<file path="config.mk">
export PLATFORM = sky130hd
export DESIGN_NAME = ddc_front
export DESIGN_NICKNAME = d
export VERILOG_FILES = /design/src/rtl/ddc_pkg.sv /design/src/rtl/ddc_nco_mixer.sv /design/src/rtl/ddc_hb_decim.sv /design/src/rtl/ddc_out_stage.sv /design/src/rtl/ddc_front.sv
export SDC_FILE = /design/constraint.sdc
export NUM_CORES = 2
export LEC_CHECK = 0
export BUFFER_PORTS_ARGS = -buffer_cell sky130_fd_sc_hd__buf_2
export CORE_ASPECT_RATIO = 1.4
export CORE_MARGIN = 3
export CORE_UTILIZATION = 50
export DETAILED_ROUTE_END_ITERATION = 10
export GPL_ROUTABILITY_DRIVEN = 0
export PLACE_DENSITY = 0.68
export REMOVE_ABC_BUFFERS = 1
export SLEW_MARGIN = 20
export SYNTH_ARGS = -nofsm -noshare
export SYNTH_HDL_FRONTEND = slang
export SYNTH_SLANG_ARGS = --single-unit
</file>
<file path="constraint.sdc">
create_clock -name clk -period 12.3 [get_ports clk]
set_clock_uncertainty 0.05 [all_clocks]
set_input_delay 2.46 -clock clk [delete_from_list [all_inputs] [get_ports clk]]
set_output_delay 2.46 -clock clk [all_outputs]
set_load 0.03 [all_outputs]
</file>
<file path="src/rtl/ddc_pkg.sv">
package ddc_pkg;
  localparam int NTAPS      = 19;
  localparam int CTR        = (NTAPS - 1) / 2;
  localparam int COEF_W     = 18;
  localparam int COEF_SHIFT = 16;

  typedef enum logic [2:0] {
    M_HB         = 3'd0,
    M_HB_FIR     = 3'd1,
    M_OSC_HB     = 3'd2,
    M_OSC_HB_FIR = 3'd3,
    M_FULL       = 3'd4
  } route_e;

  // half-band tap k (0..NTAPS-1); scale 2^COEF_SHIFT
  function automatic logic signed [COEF_W-1:0] hb_coef(input int k);
    int d;
    d = (k > CTR) ? k - CTR : CTR - k;
    case (d)
      0:       return COEF_W'(32768);
      1:       return COEF_W'(20000);
      3:       return -COEF_W'(5400);
      5:       return COEF_W'(2300);
      7:       return -COEF_W'(800);
      9:       return COEF_W'(284);
      default: return '0;
    endcase
  endfunction

  function automatic route_e sanitize(input logic [2:0] code);
    return (code > 3'd4) ? M_HB : route_e'(code);
  endfunction

  function automatic logic uses_osc(input route_e r);
    return (r == M_OSC_HB) || (r == M_OSC_HB_FIR) || (r == M_FULL);
  endfunction

  function automatic logic uses_fir(input route_e r);
    return (r == M_HB_FIR) || (r == M_OSC_HB_FIR) || (r == M_FULL);
  endfunction

  function automatic logic is_real(input route_e r);
    return (r == M_HB) || (r == M_HB_FIR) || (r == M_FULL);
  endfunction
endpackage

</file>
<file path="src/rtl/ddc_nco_mixer.sv">
module ddc_nco_mixer #(
  parameter int IN_W  = 14,
  parameter int PH_W  = 32,
  parameter int MIX_W = IN_W + 1
) (
  input  logic                    clk,
  input  logic                    rst_n,
  input  logic                    clear,
  input  logic                    step,
  input  logic                    osc_en,
  input  logic [PH_W-1:0]         word,
  input  logic signed [IN_W-1:0]  x,
  output logic signed [MIX_W-1:0] mix_i,
  output logic signed [MIX_W-1:0] mix_q
);
  logic [PH_W-1:0]         phase;
  logic [1:0]              quad;
  logic signed [MIX_W-1:0] xe;

  always_ff @(posedge clk or negedge rst_n) begin
    if (!rst_n)      phase <= '0;
    else if (clear)  phase <= '0;
    else if (step)   phase <= phase + word;
  end

  assign quad = osc_en ? phase[PH_W-1 -: 2] : 2'd0;
  assign xe   = MIX_W'(x);

  always_comb begin
    case (quad)
      2'd0:    begin mix_i = xe;  mix_q = '0;  end
      2'd1:    begin mix_i = '0;  mix_q = -xe; end
      2'd2:    begin mix_i = -xe; mix_q = '0;  end
      default: begin mix_i = '0;  mix_q = xe;  end
    endcase
  end


  osc_one_rail_chk: assert property (@(posedge clk) disable iff (!rst_n)
    $onehot0({mix_i != '0, mix_q != '0}));
endmodule

</file>
<file path="src/rtl/ddc_hb_decim.sv">
module ddc_hb_decim
  import ddc_pkg::*;
#(
  parameter int DW    = 15,
  parameter int OW    = 16,
  parameter int ACC_W = DW + COEF_W + 8
) (
  input  logic                 clk,
  input  logic                 rst_n,
  input  logic                 clear,
  input  logic                 step,
  input  logic signed [DW-1:0] in_i,
  input  logic signed [DW-1:0] in_q,
  output logic signed [OW-1:0] y_i,
  output logic signed [OW-1:0] y_q,
  output logic                 hb_evt,
  output logic                 late_ok
);
  localparam int PAIRS = (NTAPS + 1) / 4;
  localparam int LIMIT = NTAPS + 2;
  localparam int CNT_W = $clog2(LIMIT + 1);

  logic signed [DW-1:0]    ti  [NTAPS];
  logic signed [DW-1:0]    tq  [NTAPS];
  logic signed [DW-1:0]    ni  [NTAPS];
  logic signed [DW-1:0]    nq  [NTAPS];
  logic signed [ACC_W-1:0] pi_ [PAIRS];
  logic signed [ACC_W-1:0] pq_ [PAIRS];
  logic signed [ACC_W-1:0] acc_i, acc_q;
  logic [CNT_W-1:0]        cnt, cnt_nx;
  logic                    par;

  always_comb begin
    ni[0] = in_i;
    nq[0] = in_q;
    for (int k = 1; k < NTAPS; k++) begin
      ni[k] = ti[k-1];
      nq[k] = tq[k-1];
    end
  end

  always_ff @(posedge clk or negedge rst_n) begin
    if (!rst_n) begin
      for (int k = 0; k < NTAPS; k++) begin ti[k] <= '0; tq[k] <= '0; end
    end else if (clear) begin
      for (int k = 0; k < NTAPS; k++) begin ti[k] <= '0; tq[k] <= '0; end
    end else if (step) begin
      for (int k = 0; k < NTAPS; k++) begin ti[k] <= ni[k]; tq[k] <= nq[k]; end
    end
  end

  // symmetric pairs at odd distance from the centre; even ones are zero
  for (genvar p = 0; p < PAIRS; p++) begin : g_pair
    localparam int D = 2 * p + 1;
    localparam logic signed [COEF_W-1:0] C = hb_coef(CTR + D);
    logic signed [DW:0] si, sq;
    assign si     = (DW+1)'(ni[CTR-D]) + (DW+1)'(ni[CTR+D]);
    assign sq     = (DW+1)'(nq[CTR-D]) + (DW+1)'(nq[CTR+D]);
    assign pi_[p] = ACC_W'(si) * ACC_W'(C);
    assign pq_[p] = ACC_W'(sq) * ACC_W'(C);
  end

  always_comb begin
    acc_i = ACC_W'(ni[CTR]) <<< (COEF_SHIFT - 1);
    acc_q = ACC_W'(nq[CTR]) <<< (COEF_SHIFT - 1);
    for (int p = 0; p < PAIRS; p++) begin
      acc_i = acc_i + pi_[p];
      acc_q = acc_q + pq_[p];
    end
  end

  assign y_i = OW'(acc_i >>> COEF_SHIFT);
  assign y_q = OW'(acc_q >>> COEF_SHIFT);

  assign cnt_nx  = (cnt == CNT_W'(LIMIT)) ? cnt : cnt + 1'b1;
  assign hb_evt  = step && (cnt_nx >= CNT_W'(NTAPS)) && !par;
  assign late_ok = cnt_nx >= CNT_W'(LIMIT);

  always_ff @(posedge clk or negedge rst_n) begin
    if (!rst_n) begin
      cnt <= '0;
      par <= 1'b0;
    end else if (clear) begin
      cnt <= '0;
      par <= 1'b0;
    end else if (step) begin
      cnt <= cnt_nx;
      par <= ~par;
    end
  end


  dec_spacing_chk: assert property (@(posedge clk) disable iff (!rst_n)
    (hb_evt && !clear) |=> !hb_evt);
endmodule

</file>
<file path="src/rtl/ddc_out_stage.sv">
module ddc_out_stage #(
  parameter int OW = 16
) (
  input  logic                 clk,
  input  logic                 rst_n,
  input  logic                 clear,
  input  logic                 hb_evt,
  input  logic                 late_ok,
  input  logic                 fir_en,
  input  logic                 fs8_en,
  input  logic                 real_en,
  input  logic signed [OW-1:0] y_i,
  input  logic signed [OW-1:0] y_q,
  input  logic                 out_ready,
  output logic                 out_valid,
  output logic signed [OW-1:0] out_i,
  output logic signed [OW-1:0] out_q
);
  logic signed [OW-1:0] fir_i, fir_q, src_i, src_q, nx_i, nx_q;
  logic [1:0]           rot;
  logic                 emit;

  always_ff @(posedge clk or negedge rst_n) begin
    if (!rst_n) begin
      fir_i <= '0;
      fir_q <= '0;
    end else if (clear) begin
      fir_i <= '0;
      fir_q <= '0;
    end else if (hb_evt && fir_en) begin
      fir_i <= y_i;
      fir_q <= y_q;
    end
  end

  assign emit  = hb_evt && (!fir_en || late_ok);
  assign src_i = fir_en ? fir_i : y_i;
  assign src_q = fir_en ? fir_q : y_q;

  always_comb begin
    if (fs8_en) begin
      nx_q = '0;
      case (rot)
        2'd0:    nx_i = src_i;
        2'd1:    nx_i = -src_q;
        2'd2:    nx_i = -src_i;
        default: nx_i = src_q;
      endcase
    end else begin
      nx_i = src_i;
      nx_q = real_en ? '0 : src_q;
    end
  end

  always_ff @(posedge clk or negedge rst_n) begin
    if (!rst_n) begin
      rot       <= '0;
      out_valid <= 1'b0;
      out_i     <= '0;
      out_q     <= '0;
    end else if (clear) begin
      rot       <= '0;
      out_valid <= 1'b0;
    end else if (emit) begin
      rot       <= rot + 1'b1;
      out_valid <= 1'b1;
      out_i     <= nx_i;
      out_q     <= nx_q;
    end else if (out_ready) begin
      out_valid <= 1'b0;
    end
  end


  clear_flush_chk: assert property (@(posedge clk) disable iff (!rst_n)
    clear |=> !out_valid);


  stall_hold_chk: assert property (@(posedge clk) disable iff (!rst_n)
    (out_valid && !out_ready && !clear) |=>
      (out_valid && $stable(out_i) && $stable(out_q)));


  real_q_zero_chk: assert property (@(posedge clk) disable iff (!rst_n)
    (out_valid && real_en) |-> (out_q == '0));
endmodule

</file>
<file path="src/rtl/ddc_front.sv">
module ddc_front
  import ddc_pkg::*;
#(
  parameter int IN_W  = 14,
  parameter int PH_W  = 32,
  parameter int OUT_W = 16
) (
  input  logic                    clk,
  input  logic                    rst_n,
  input  logic                    clear,
  input  logic [2:0]              mode,
  input  logic [PH_W-1:0]         freq_word,
  input  logic                    in_valid,
  output logic                    in_ready,
  input  logic signed [IN_W-1:0]  in_data,
  output logic                    out_valid,
  input  logic                    out_ready,
  output logic signed [OUT_W-1:0] out_i,
  output logic signed [OUT_W-1:0] out_q
);
  localparam int MIX_W = IN_W + 1;

  route_e                  cfg_route;
  logic [PH_W-1:0]         cfg_word;
  logic                    step, hb_evt, late_ok;
  logic signed [MIX_W-1:0] mix_i, mix_q;
  logic signed [OUT_W-1:0] y_i, y_q;

  always_ff @(posedge clk or negedge rst_n) begin
    if (!rst_n) begin
      cfg_route <= M_HB;
      cfg_word  <= '0;
    end else if (clear) begin
      cfg_route <= sanitize(mode);
      cfg_word  <= freq_word;
    end
  end

  assign in_ready = !out_valid || out_ready;
  assign step     = in_valid && in_ready && !clear;

  ddc_nco_mixer #(.IN_W(IN_W), .PH_W(PH_W), .MIX_W(MIX_W)) u_mix (
    .clk(clk), .rst_n(rst_n), .clear(clear), .step(step),
    .osc_en(uses_osc(cfg_route)), .word(cfg_word), .x(in_data),
    .mix_i(mix_i), .mix_q(mix_q)
  );

  ddc_hb_decim #(.DW(MIX_W), .OW(OUT_W)) u_hb (
    .clk(clk), .rst_n(rst_n), .clear(clear), .step(step),
    .in_i(mix_i), .in_q(mix_q), .y_i(y_i), .y_q(y_q),
    .hb_evt(hb_evt), .late_ok(late_ok)
  );

  ddc_out_stage #(.OW(OUT_W)) u_out (
    .clk(clk), .rst_n(rst_n), .clear(clear),
    .hb_evt(hb_evt), .late_ok(late_ok),
    .fir_en(uses_fir(cfg_route)), .fs8_en(cfg_route == M_FULL),
    .real_en(is_real(cfg_route)),
    .y_i(y_i), .y_q(y_q), .out_ready(out_ready),
    .out_valid(out_valid), .out_i(out_i), .out_q(out_q)
  );
endmodule

</file>
==> results by group <==
Outcome
  – Outcome: finished with violations
  – Failing checks: negative setup slack

Die
  – IO Pins: 88
  – Die X: 322 um
  – Starting Density: 50.5%
  – Core area: 0.138 mm^2
  – Die area: 0.144 mm^2
  – Site row count: 161
  – Chip height: 448 um

Synthesis
  – Post-synthesis cell type count: 99
  – Top cell type's share of synthesized area: 24.4%
  – Synth Area in Adders: 37.7%
  – Post-Syn Area: 0.0698 mm^2
  – Post-synthesis sequential area ratio: 24.4%
  – Compound-Gate Fraction of Synth Area: 16.4%
  – Largest family of logic cells by synthesized area: adder cells
  – Post-synth EDFFs: 0
  – Post-synth top flop: dfrtp_1
  – YS warnings: 0
  – Synth area leaders: dfrtp_1 (24%), fa_1 (20%), ha_1 (18%), inv_1 (7.0%), a22o_1 (6.6%)
  – Post-synthesis mux area share: 0.960%
  – FF+latch count, synth: 680
  – Synthesized netlist cell count: 6,978
  – Post-synth top area cell: dfrtp_1
  – Simple-gate share of the synthesized area: 7.32%
  – Synth Area in XOR/XNOR: 5.21%
  – FFs w/ async S/R, synth: 100%
  – Syn Area/Cell: 10.0 um^2

Route
  – Routed Antenna Nets: 0
  – WL/cell: 19.9 um
  – Iter 0 DRT Violations: 2,764
  – Top routing layer in use: met5
  – Post-Route M1 WL: 72,200 um
  – Total wire length: 187,000 um
  – DR pass1 iterations: 5
  – DRC: 0
  – Met3 wire len: 6080 um
  – Met2 Wirelength: 96,500 um
  – Vias per cell: 5.60
  – Vias: 52,616

Global routing
  – Largest net degree at the start of global routing: 210
  – Initial antenna violation count: 13
  – First-pass GRT wire length: 295,000 um
  – Number of global-route vias before repair: 54,764
  – Grt ovf: 0
  – GRT Total Usage: 26.0%

Worst hold path
  – Hold wc startpoint: u_hb.nq[27]
  – Hold Path Cell Cnt: 1
  – Hold crit path type: reg2reg
  – Hold Path Sink: u_hb.nq[12]

Finish
  – Share of cells above drive strength 1: 14.5%
  – Fin util: 58.0%
  – Nets: 9,273
  – Layout fillers: 11,705
  – Seq. cell area: 0.0170 mm^2
  – Area of the multi-input gates: 0.0483 mm^2
  – Synthesis-to-layout area growth: 14.7%
  – Most frequent cells in the layout: inv_1 (1,306), ha_1 (975), fa_1 (686), dfrtp_1 (680), buf_4 (574)
  – Most common cell after layout, fill and taps aside: inv_1

Timing
  – RSZ-0062 raised after global routing: yes
  – Fmax: 79.2 MHz
  – Pins Over Slew Limit: 0
  – Final hold violation count: 0
  – Relative slew slack: 28.5%
  – Final setup margin: -329 ps
  – Period utilisation layout: 103%
  – Final setup viols: 9
  – Worst-margin pin slew: 1070 ps
  – Fin crit period: 12,630 ps

Setup path
  – R2r setup slk: 30 ps
  – Most used cell, CP: or3_4
  – Startpoint Class: input pin
  – Path depth of the worst reg2reg path: 51
  – Critical path class: in2reg
  – Slowest-stage cell, CP: fa_1
  – CP Capture Type: register
  – CP max stage delay: 540 ps
  – Arrival time at the worst endpoint: 13,220 ps
  – CP max FO: 4
  – Reg2Reg Launch Point: u_hb.nq[90]
  – Reg-to-reg critical path endpoint: u_out.out_i[15]
  – Worst path required time: 12,890 ps

Clocking
  – CTS tree: built
  – Clock root buffer: clkbuf_16
  – Max Root-Sink Buffers: 3
  – Clock Latency Late Sink: 700 ps
  – CTS Buf Count: 74
  – Htree depth: 3
  – Clock slew at reported path FFs: 60 ps
  – Clk sinks: 680

Placement
  – Port Buffers: 87
  – DP HPWL: 150,000 um

Pwr
  – Pwr Total: 20.0 mW
  – P_leak: 42.7 nW
  – Max rail drop VDD: 0.753 mV
  – Power Density: 249 mW/mm^2

Job
  – Max Cap Viol: 0
[report_power, final]
part | total (mW) | internal (mW) | switching, mW | leakage, nW
registers | 2.31 | 2.28 | 0.0321 | 9.39
clock network | 2.48 | 1.42 | 1.06 | 1.30
logic | 15.2 | 7.49 | 7.68 | 32.0
[routing by layer]
layer | global-route usage, % | vias to the layer above
li1 | - | 24735
met1 | 29.9 | 26430
met2 | 46.8 | 1012
met3 | 2.78 | 435
met4 | 15.5 | 4
met5 | 0 | -
[registers in the layout (all words and copies together) (netlist names)]
signal / flops
u_hb.ni: 270
u_hb.par: 1
u_out.fir_q: 16
cfg_word: 32
cfg_route: 3
u_out.out_valid: 1
u_out.out_q: 16
u_hb.nq: 270
u_mix.phase: 32
u_out.fir_i: 16
u_out.out_i: 16
u_hb.cnt: 5
u_out.rot: 2
[kinds of logic after synthesis]
| family | Yosys count |
|---|---|
| AND/OR/NAND/NOR | 1047 |
| XOR/XNOR | 414 |
| other | 1 |
| adder cells (fa/ha/maj) | 1686 |
| AO/OA/AOI/OAI | 1585 |
| buffers and inverters | 1504 |
| flip-flops | 680 |
| multiplexers | 61 |
[worst max path at each step]
stage,from,to,cells after the start,slack (ps)
6_report,in_data[1],u_out.out_i[15],44,-330
3_3_place_gp,in_data[0],u_out.out_i[13],49,-1760
3_5_place_dp,in_data[0],u_out.out_i[15],49,-2000
5_1_grt,in_data[1],u_out.out_i[15],44,-610
4_1_cts,in_data[1],u_out.out_i[15],44,-150
2_1_floorplan,out_ready,u_out.out_q[15],9,-11470
[critical path, delay by kind of cell]
kind,cells,cell delay (ps)
AOI/OAI and AO/OA,16,3620
xor gates and xnor gates,2,400
adders and majority gates,9,3270
buffers and inverters,6,600
and+or+nand+nor,11,2840
[area by class of cell]
| cell class | instances | share of cell area (%) |
|---|---|---|
| Multi-Input combinational cell | 4795 | 60.3 |
| Sequential cell | 680 | 21.2 |
| Inverter | 1314 | 6.16 |
| Timing Repair Buffer | 668 | 6.10 |
| Tap cell | 1793 | 2.80 |
| Clock buffer | 96 | 2.58 |
| Clock inverter | 40 | 0.775 |
| Antenna cell | 11 | 0.0344 |
[per-stage QoR]
stage / setup slack (ps) / hold slack [ps] / TNS, ps / std cells / instance area (um^2)
floorplan: -11470 / 407 / -5451690 / 6789 / 69100
global placement: -1760 / 413 / -39100 / 9211 / 76000
detailed placement: -2000 / 425 / -49700 / 9211 / 76000
CTS: -153 / 420 / -715 / 9371 / 79400
global route: -615 / 437 / -7580 / 9395 / 80100
finish: -329 / 421 / -1860 / 9397 / 80100
[cell usage after synthesis (all sizes together), types with 29 or more instances]
cell type  instances
mux2              48
a211oi            35
nor3             103
a22o             525
inv             1313
ha               991
nor2b             40
a21o              75
or3               51
nand3             99
nand2            316
o211ai            32
xor2             118
o21ai            214
and3              29
clkbuf           172
xnor2            295
nor2             227
o21a              35
dfrtp            680
a31oi             34
o21bai            88
fa               695
nand2b            57
a21oi            344
[repair_timing]
item	4_1_cts	5_1_grt
setup endpoints to repair	29	24
pin swaps	81	64
cloned	0	0
buffers inserted	25	15
hold buffers	0	0
gates resized for setup	150	109
Power figures use the tool's default switching activity.
